**config.mk**
```make
export PLATFORM = sky130hd
export DESIGN_NAME = flexpipe_chain
export DESIGN_NICKNAME = d
export VERILOG_FILES = /design/src/rtl/flexpipe_pkg.sv /design/src/rtl/flexpipe_capcnt.sv /design/src/rtl/flexpipe_stage.sv /design/src/rtl/flexpipe_chain.sv
export SDC_FILE = /design/constraint.sdc
export NUM_CORES = 1
export LEC_CHECK = 0
export ABC_AREA = 1
export BUFFER_PORTS_ARGS = -buffer_cell sky130_fd_sc_hd__buf_2
export CAP_MARGIN = 15
export CORE_AREA = 5 5 89 91
export CTS_CLUSTER_DIAMETER = 50
export DETAILED_ROUTE_END_ITERATION = 8
export DIE_AREA = 0 0 94 96
export PLACE_DENSITY = 0.74
export SLEW_MARGIN = 30
export SYNTH_ARGS = -nofsm -noshare
export SYNTH_HDL_FRONTEND = slang
export SYNTH_SLANG_ARGS = --single-unit
```
**constraint.sdc**
```tcl
create_clock -name clk -period 3.9 [get_ports clk]
set_input_delay 0.975 -clock clk [delete_from_list [all_inputs] [get_ports clk]]
set_output_delay 0.975 -clock clk [all_outputs]
set_load 0.01 [all_outputs]
```
**src/rtl/flexpipe_pkg.sv**
```systemverilog
package flexpipe_pkg;

  typedef enum logic [1:0] {
    TAG_KEEP     = 2'b00,
    TAG_COLLAPSE = 2'b01,
    TAG_EXPAND   = 2'b10,
    TAG_RSVD     = 2'b11
  } pipe_tag_e;

  typedef enum logic {
    MODE_REG  = 1'b0,
    MODE_THRU = 1'b1
  } stage_mode_e;

  // Reserved code behaves as keep.
  function automatic pipe_tag_e decode_tag(input logic [1:0] raw);
    pipe_tag_e t;
    t = pipe_tag_e'(raw);
    if (t == TAG_RSVD) t = TAG_KEEP;
    return t;
  endfunction

endpackage

```
**src/rtl/flexpipe_capcnt.sv**
```systemverilog
module flexpipe_capcnt #(
  parameter int CW = 8
) (
  input  logic          clk,
  input  logic          rst_n,
  input  logic          inc,
  output logic [CW-1:0] count
);

  logic [CW-1:0] cnt_q;
  logic [CW-1:0] cnt_d;

  always_comb begin
    cnt_d = cnt_q + CW'(1);
  end

  always_ff @(posedge clk or negedge rst_n) begin
    if (!rst_n) begin
      cnt_q <= '0;
    end else if (inc) begin
      cnt_q <= cnt_d;
    end
  end

  assign count = cnt_q;

endmodule

```
**src/rtl/flexpipe_stage.sv**
```systemverilog
module flexpipe_stage
  import flexpipe_pkg::*;
#(
  parameter int W    = 8,
  parameter int CTLW = 6,
  parameter int IDX  = 0
) (
  input  logic            clk,
  input  logic            rst_n,
  input  logic            up_valid,
  output logic            up_ready,
  input  logic [W-1:0]    up_data,
  input  logic [CTLW-1:0] up_ctl,
  output logic            dn_valid,
  input  logic            dn_ready,
  output logic [W-1:0]    dn_data,
  output logic [CTLW-1:0] dn_ctl,
  output logic            capture
);

  localparam int FLD_LSB = 2 * IDX;

  stage_mode_e     mode_q, mode_d;
  logic            full_q, full_d;
  logic [W-1:0]    data_q;
  logic [CTLW-1:0] ctl_q;
  pipe_tag_e       my_tag;
  logic            want_collapse;
  logic            want_expand;
  logic            load;

  always_comb begin
    my_tag        = decode_tag(up_ctl[FLD_LSB +: 2]);
    want_collapse = up_valid && (my_tag == TAG_COLLAPSE);
    want_expand   = up_valid && (my_tag == TAG_EXPAND);
  end

  // Next-state and handshake logic
  always_comb begin
    mode_d   = mode_q;
    full_d   = full_q;
    load     = 1'b0;
    up_ready = 1'b0;
    dn_valid = 1'b0;
    dn_data  = data_q;
    dn_ctl   = ctl_q;
    unique case (mode_q)
      MODE_REG: begin
        if (full_q) begin
          dn_valid = 1'b1;
          if (dn_ready) full_d = 1'b0;
        end else if (want_collapse) begin
          dn_valid = 1'b1;
          dn_data  = up_data;
          dn_ctl   = up_ctl;
          up_ready = dn_ready;
          if (dn_ready) mode_d = MODE_THRU;
        end else begin
          up_ready = 1'b1;
          if (up_valid) begin
            load   = 1'b1;
            full_d = 1'b1;
          end
        end
      end
      MODE_THRU: begin
        if (want_expand) begin
          up_ready = 1'b1;
          load     = 1'b1;
          full_d   = 1'b1;
          mode_d   = MODE_REG;
        end else begin
          dn_valid = up_valid;
          dn_data  = up_data;
          dn_ctl   = up_ctl;
          up_ready = dn_ready;
        end
      end
      default: ;
    endcase
  end

  always_ff @(posedge clk or negedge rst_n) begin
    if (!rst_n) begin
      mode_q <= MODE_REG;
      full_q <= 1'b0;
    end else begin
      mode_q <= mode_d;
      full_q <= full_d;
    end
  end

  always_ff @(posedge clk) begin
    if (load) begin
      data_q <= up_data;
      ctl_q  <= up_ctl;
    end
  end

  assign capture = load;

endmodule

```
**src/rtl/flexpipe_chain.sv**
```systemverilog
module flexpipe_chain #(
  parameter int W      = 8,
  parameter int NSTAGE = 3,
  parameter int CW     = 8
) (
  input  logic                   clk,
  input  logic                   rst_n,
  input  logic                   in_valid,
  output logic                   in_ready,
  input  logic [W-1:0]           in_data,
  input  logic [2*NSTAGE-1:0]    in_ctl,
  output logic                   out_valid,
  input  logic                   out_ready,
  output logic [W-1:0]           out_data,
  output logic [2*NSTAGE-1:0]    out_ctl,
  output logic [NSTAGE*CW-1:0]   cap_count
);

  localparam int CTLW = 2 * NSTAGE;

  logic            lnk_v [NSTAGE+1];
  logic            lnk_r [NSTAGE+1];
  logic [W-1:0]    lnk_d [NSTAGE+1];
  logic [CTLW-1:0] lnk_c [NSTAGE+1];

  assign lnk_v[0]      = in_valid;
  assign lnk_d[0]      = in_data;
  assign lnk_c[0]      = in_ctl;
  assign in_ready      = lnk_r[0];
  assign out_valid     = lnk_v[NSTAGE];
  assign out_data      = lnk_d[NSTAGE];
  assign out_ctl       = lnk_c[NSTAGE];
  assign lnk_r[NSTAGE] = out_ready;

  for (genvar gi = 0; gi < NSTAGE; gi++) begin : g_stage
    logic cap;

    flexpipe_stage #(
      .W    (W),
      .CTLW (CTLW),
      .IDX  (gi)
    ) u_stage (
      .clk      (clk),
      .rst_n    (rst_n),
      .up_valid (lnk_v[gi]),
      .up_ready (lnk_r[gi]),
      .up_data  (lnk_d[gi]),
      .up_ctl   (lnk_c[gi]),
      .dn_valid (lnk_v[gi+1]),
      .dn_ready (lnk_r[gi+1]),
      .dn_data  (lnk_d[gi+1]),
      .dn_ctl   (lnk_c[gi+1]),
      .capture  (cap)
    );

    flexpipe_capcnt #(
      .CW (CW)
    ) u_cnt (
      .clk   (clk),
      .rst_n (rst_n),
      .inc   (cap),
      .count (cap_count[gi*CW +: CW])
    );
  end

endmodule

```
==> results of run 1 <==
## flip-flops by register name, summed over array words and instances, names as in the netlist
name and cells:
g_stage.u_stage.full_q 3, g_stage.u_stage.ctl_q 18, g_stage.u_stage.data_q 24, g_stage.u_cnt.count 24, g_stage.u_stage.mode_q 3
## final timing paths
| path | cells past startpoint | end | slack [ps] | startpoint |
|---|---|---|---|---|
| min in group asynchronous | 1 | g_stage[2].u_cnt.count[3] | 650 | rst_n |
| hold / removal | 1 | g_stage[0].u_cnt.count[7] | 460 | g_stage[0].u_cnt.count[7] |
| setup reg to reg | 17 | g_stage[2].u_stage.data_q[7] | 1130 | g_stage[0].u_stage.mode_q |
| hold reg to reg | 1 | g_stage[0].u_cnt.count[7] | 460 | g_stage[0].u_cnt.count[7] |
| max in group asynchronous | 1 | g_stage[1].u_stage.full_q | 2820 | rst_n |
| setup / recovery | 19 | out_data[6] | -120 | in_ctl[1] |
## cell families (layout without fill, tap and decap cells)
group | count (synthesis) | after routing | synth area share (%)
compound gates | 43 | 43 | 6.88
xor+xnor | 18 | 18 | 4.38
fa+ha+maj | 3 | 3 | 1.04
buf+inv | 49 | 151 | 5.63
flops | 72 | 72 | 55.9
mux | 1 | 1 | 0.313
simple gates | 196 | 197 | 25.9
## critical path: stages
cell     delay (ps)
buf_8           110
nor2_4          170
nand3_4         130
nand2_4         120
inv_2            40
nor2_1          160
nor2_2          100
nand3_2          80
nand2_2          60
nor2_4          130
inv_4            50
nor2_4          130
nand3_4          90
nor2_4          120
inv_4            80
buf_12          140
a21oi_2         130
nor2_1           60
buf_2           130
## layout by cell type, fill, tap and decap left out, types with 3 or more instances in the layout
cell type and instances:
nand2_2 11, buf_2 54, clkbuf_8 9, inv_4 3, a21oi_2 4, nand2_4 8, ha_1 3, edfxtp_1 42
nand3_2 7, nor2_4 5, buf_8 3, nand3_1 12, dfrtp_1 30, buf_4 31, o21ai_0 7, nor3_1 3
o21a_1 3, nor2_2 7, xnor2_1 4, inv_2 4, xor2_1 14, or2_2 4, inv_1 34, buf_6 3
o21ai_1 4, nand3_4 9, nand4_1 9, nand2_1 45, a21oi_1 17, nor2_1 72
## power groups by stage
stage	logic, mW	registers (mW)	clock network (mW)
after floorplan	1.25	1.48	0
after global placement	1.92	1.47	0
after detailed placement	1.96	1.48	0
after CTS	2.09	1.47	0.594
after global routing	2.52	1.53	0.631
final	2.27	1.48	0.578
## routing by layer
| layer | GRT usage [%] | wire length, um | vias up |
|---|---|---|---|
| met2 | 29.2 | 3820 | 57 |
| met3 | 4.46 | 400 | 7 |
| li1 | - | - | 1458 |
| met1 | 23.3 | 3410 | 1343 |
| met5 | 0 | 0 | - |
| met4 | 6.62 | 85 | 0 |
## per-stage QoR
stage / setup slack, ps / total power [mW] / setup TNS (ps)
floorplan: 244 / 2.73 / 0
global placement: -54.7 / 3.39 / -485
detailed placement: -117 / 3.44 / -1270
CTS: -40.8 / 4.16 / -126
global route: -279 / 4.68 / -3450
finish: -122 / 4.33 / -909
## final cells by class
type | count | share of cell area (%)
Clock inverter | 7 | 1.53
Sequential cell | 72 | 42.5
Tap cell | 99 | 2.62
Multi-Input combinational cell | 262 | 34.2
Inverter | 43 | 3.78
Timing Repair Buffer | 92 | 12.7
Clock buffer | 9 | 2.62
## what timing repair did
action,in CTS,in global routing
endpoints found under the setup margin,15,16
endpoints found under the hold margin,0,0
gates resized for setup,36,34
hold buffers,0,0
cloned,1,0
pin swaps,19,12
setup buffers,5,8
==> key figures, run 1 <==
STA
  – Period minus WS final: around 4000 ps
  – Final setup skew: about 12 ps
  – Final setup fails: 13
  – Worst setup margin: -122 ps
  – RSZ-0062 raised after global routing: yes
  – Slew Limit Fails: 0
  – Slew @ Worst Pin: around 650 ps
  – Relative slew slack: between 50 and 60%
  – Worst hold slack: between 400 and 500 ps
  – Final Hold Vio Count: 0
  – Final period utilization: 103%
  – Fmax: around 250 MHz

Synthesis
  – Avg Synthesized Cell Area: between 9 and 10 um^2
  – Synth Flop Type: edfxtp_1
  – Share of the synthesized area in the top cell type: 35.0%
  – Most common cell in the netlist: nor2_1
  – Seq/Total Area, Yosys: a little under three fifths
  – Synth area leader: edfxtp_1
  – Yosys cell types: 35
  – Post-Syn Area: around 0.0036 mm^2
  – Largest cells by area after synthesis: edfxtp_1, dfrtp_1, nor2_1
  – Syn Inst Count: between 300 and 400
  – Asr flop ratio synth: between 40% and 50%
  – Syn Nets: between 400 and 500
  – Synth Warn #: 0
  – Top post-synthesis cells by count: nor2_1, nand2_1, edfxtp_1
  – EDFF count, synth: between 40 and 50
  – Synth Register Bits: 72

Place
  – # port buffers: 57
  – Placed instance count: 555
  – Placer Congestion: approximately 0.83
  – Placed cell areas: ~0.0042 mm^2
  – Post-DP HPWL: approximately 5400 um

Routing
  – Antenna-violating nets left: 0
  – WL/cell: about 13 um
  – Initial DRC count: around 160
  – Via count: roughly 2900
  – DRC viols: 0
  – Final wirelength: slightly below 8000 um
  – TritonRoute pass-1 iters: 4
  – Vias/cell: between 4 and 5

Global route
  – GRT overflow: 0
  – Vias in the first global route: ~2800
  – Initial antenna violation count: 0
  – First-pass GRT wire length: 12600 um
  – Largest net degree at the start of global routing: 31
  – GRT Overall Usage: 17.9%

Die
  – Die width: about 94 um
  – I/O pin count: 58
  – Floorplan row count: 31
  – CORE AREA: between 0.007 and 0.008 mm^2
  – Chip height: between 90 and 100 um
  – Die area: approximately 0.0090 mm^2
  – Initial Util: roughly 51%

Final layout
  – Layout cell share with drive strength beyond 1: a little under two fifths
  – Area of the multi-input gates: between 0.0015 and 0.002 mm^2
  – Layout Cells excl Fill: between 500 and 600
  – Final Core Density: around two thirds
  – Cell area after layout: 0.00473 mm^2
  – Register Area: between 0.002 and 0.0025 mm^2
  – FILL cells: 574
  – Layout Area Growth over Synthesis: 31.4%
  – Ant. Diodes: 0
  – Nets: between 500 and 600

Power
  – Flop pwr share: roughly 34%
  – Lkg Pwr: roughly 2.1 nW
  – Switching part of the total: about 43%
  – Clock power frac: 13.3%
  – Sw power: 1.86 mW
  – PD cells: ~900 mW/mm^2
  – Comb pwr share: roughly 53%
  – Cell Int Power: about 2.5 mW
  – IR drop worst, VDD: 0.562 mV

Worst setup path
  – CP endpoint kind: output pin
  – Worst path arrival time: around 3100 ps
  – Worst EP required: 2920 ps
  – Critical path type: input port to output pin
  – Critical path startpoint category: input port
  – CP max FO: 8

Clock tree
  – CTS buffer count: 9
  – TritonCTS clock tree: built
  – H-tree Lvls: 3
  – Total clock sinks: between 70 and 80
  – Worst-skew pair later-pin latency: 340 ps
  – Clk root buf: clkbuf_8
  – CTS Buffer Depth: 2
  – Clock-pin slew on the worst setup and hold paths: about 80 ps

Status
  – Outcome: finished with violations
  – Failing checks: negative setup slack

Worst hold path
  – HP Class: register to register

Flow run
  – Max-cap violations: 0
Power figures use the tool's default switching activity.
==> inputs of run 2 (changes only) <==
Settings changed: PLACE_DENSITY 0.74 to 0.8.
==> run 2 against run 1 <==
Compared with the run above:
- the flow now finishes without violations
- critical endpoint is now out_data[5]
- clock-buffer cell count grew 4
- fmax up 3.1%
- sequential cell count unchanged
- cell count is 0.34% higher
- setup slack improved by 120 ps
- largest power group unchanged
==> key figures, run 2 (synthesis results as in run 1) <==
Status
  – Outcome: complete, no violations

STA
  – Fmax: about 260 MHz
  – RSZ-0062 raised after global routing: yes
  – Final period utilization: 100%
  – Slew Limit Fails: 0
  – Final setup fails: 0
  – Slew @ Worst Pin: approximately 640 ps
  – Final setup skew: between 6 and 7 ps
  – Period minus WS final: 3900 ps
  – Worst setup margin: roughly 0.23 ps
  – Final Hold Vio Count: 0
  – Relative slew slack: between 50% and 60%
  – Worst hold slack: approximately 460 ps

Final layout
  – Register Area: between 0.002 and 0.0025 mm^2
  – Ant. Diodes: 0
  – Nets: 503
  – Area of the multi-input gates: 0.00159 mm^2
  – Cell area after layout: ~0.0047 mm^2
  – FILL cells: roughly 560
  – Layout cell share with drive strength beyond 1: about 36%
  – Commonest cells after routing, fill and taps aside: nor2_1, buf_2, nand2_1, edfxtp_1, buf_4
  – Layout Area Growth over Synthesis: 31.1%
  – Most common cell after layout, fill and taps aside: nor2_1

Power
  – Clock power frac: 14.2%
  – Flop pwr share: approximately 34%
  – Lkg Pwr: 2.16 nW
  – Comb pwr share: roughly half
  – PD cells: between 900 and 1000 mW/mm^2
  – Sw power: around 1.8 mW
  – Total power: 4.36 mW
  – IR drop worst, VDD: 0.517 mV
  – Cell Int Power: around 2.5 mW
  – Switching part of the total: between 40% and 50%

Clock tree
  – Total clock sinks: 72
  – H-tree Lvls: 3
  – CTS buffer count: 9
  – TritonCTS clock tree: built
  – Clock-pin slew on the worst setup and hold paths: approximately 70 ps
  – Clk root buf: clkbuf_8
  – CTS Buffer Depth: 2
  – Worst-skew pair later-pin latency: approximately 340 ps
  – Hold buffers post-CTS: 0

Routing
  – Via count: about 3000
  – Final wirelength: 7840 um
  – TritonRoute pass-1 iters: 5
  – DRC viols: 0
  – Initial DRC count: 166
  – Vias/cell: 4.99
  – WL/cell: ~13 um
  – Antenna-violating nets left: 0

Global route
  – GRT Overall Usage: between 10% and 20%
  – Largest net degree at the start of global routing: 31
  – Initial antenna violation count: 0
  – Vias in the first global route: around 2800
  – GRT overflow: 0
  – First-pass GRT wire length: ~13000 um

Worst hold path
  – HP Class: register to register

Worst setup path
  – Critical path startpoint category: input port
  – Worst path arrival time: between 2000 and 3000 ps
  – Worst EP required: 2920 ps
  – R2r setup slk: 1160 ps
  – CP Launch Point: in_ctl[1]
  – Critical path type: input port to output pin
  – CP endpoint kind: output pin
  – CP max FO: 8
  – Reg-to-reg endpoint: g_stage[2].u_stage.data_q[5]
  – Worst Reg2Reg Path Length in Cells: 13
  – CP endpoint: out_data[5]
  – R2R Path Start: g_stage[0].u_stage.mode_q

Die
  – Initial Util: 51.0%
  – I/O pin count: between 50 and 60
  – Die area: approximately 0.009 mm^2
  – Floorplan row count: 31
  – CORE AREA: 0.00706 mm^2
  – Chip height: about 96 um
  – Die width: about 94 um

Flow run
  – Max-cap violations: 0

Place
  – Placed cell areas: just over 0.004 mm^2
  – Post-Place Setup Slack: -183 ps
  – # port buffers: 57
  – Post-DP HPWL: roughly 5500 um
  – Placer Congestion: roughly 0.83
[run 2: cell types whose count changed in the layout (fill, tap and decap cells not counted), moves of 3 or more]
cell     before  now
a21oi_1      17   14
a21oi_2       4    7
buf_4        31   36
buf_8         3    0
nand2_1      45   49
nand2_2      11    6
nand3_4       9    6
[run 2: worst max-delay path: stages]
cell and delay, ps:
buf_6 110, nor2_4 160, nand3_4 110, buf_4 150, nand3b_1 120, nand2_4 90
nand3_4 90, nand2_4 70, nand3b_1 100, nand2_2 100, nor2_4 100, nand3_2 80
nor2_2 110, inv_2 100, buf_12 150, a21oi_1 120, nor2_1 50, buf_2 130
[run 2: power by group through the flow]
stage / registers, mW / logic (mW) / clock network [mW]
after CTS: 1.47 / 2.15 / 0.630
after global routing: 1.52 / 2.52 / 0.667
final: 1.48 / 2.26 / 0.617
after global placement: 1.47 / 1.92 / 0
after floorplan: 1.48 / 1.25 / 0
after detailed placement: 1.48 / 1.96 / 0
[run 2: metal layers]
layer | share of wire (%) | global-route usage (%) | vias up | routed length [um]
met5 | 0 | 0 | - | 0
met1 | 45 | 23.2 | 1381 | 3500
met3 | 4.8 | 4.77 | 12 | 377
met2 | 49 | 29.5 | 77 | 3810
li1 | - | - | 1455 | -
met4 | 2.0 | 8.30 | 0 | 153
[run 2: cell type report]
cell class                      count  area share [%]
Timing Repair Buffer               94            12.8
Inverter                           43            3.63
Clock inverter                      3           0.397
Multi-Input combinational cell    262            33.7
Sequential cell                    72            42.6
Clock buffer                       13            4.27
Tap cell                           99            2.62
[run 2: through the flow]
stage               std cells  TNS, ps  util (%)
finish                    586        0      66.9
global route              586    -2140      66.9
CTS                       582   -0.745      65.2
detailed placement        553    -2050      58.7
global placement          553     -683      58.7
floorplan                 382        0         -
[run 2: worst min path at each step]
| stage | start | end | cells after the start |
|---|---|---|---|
| global route | g_stage[0].u_cnt.count[7] | g_stage[0].u_cnt.count[7] | 1 |
| finish | g_stage[0].u_cnt.count[7] | g_stage[0].u_cnt.count[7] | 1 |
| CTS | g_stage[0].u_cnt.count[7] | g_stage[0].u_cnt.count[7] | 1 |
| detailed placement | g_stage[0].u_cnt.count[7] | g_stage[0].u_cnt.count[7] | 1 |
| global placement | g_stage[0].u_cnt.count[7] | g_stage[0].u_cnt.count[7] | 1 |
| floorplan | g_stage[2].u_stage.full_q | g_stage[2].u_stage.full_q | 2 |
[run 2: what timing repair did]
action | 4_1_cts | 5_1_grt
setup buffers | 13 | 4
setup endpoints to repair | 15 | 16
resized for setup | 32 | 22
pin swaps | 17 | 10
cloned | 1 | 0
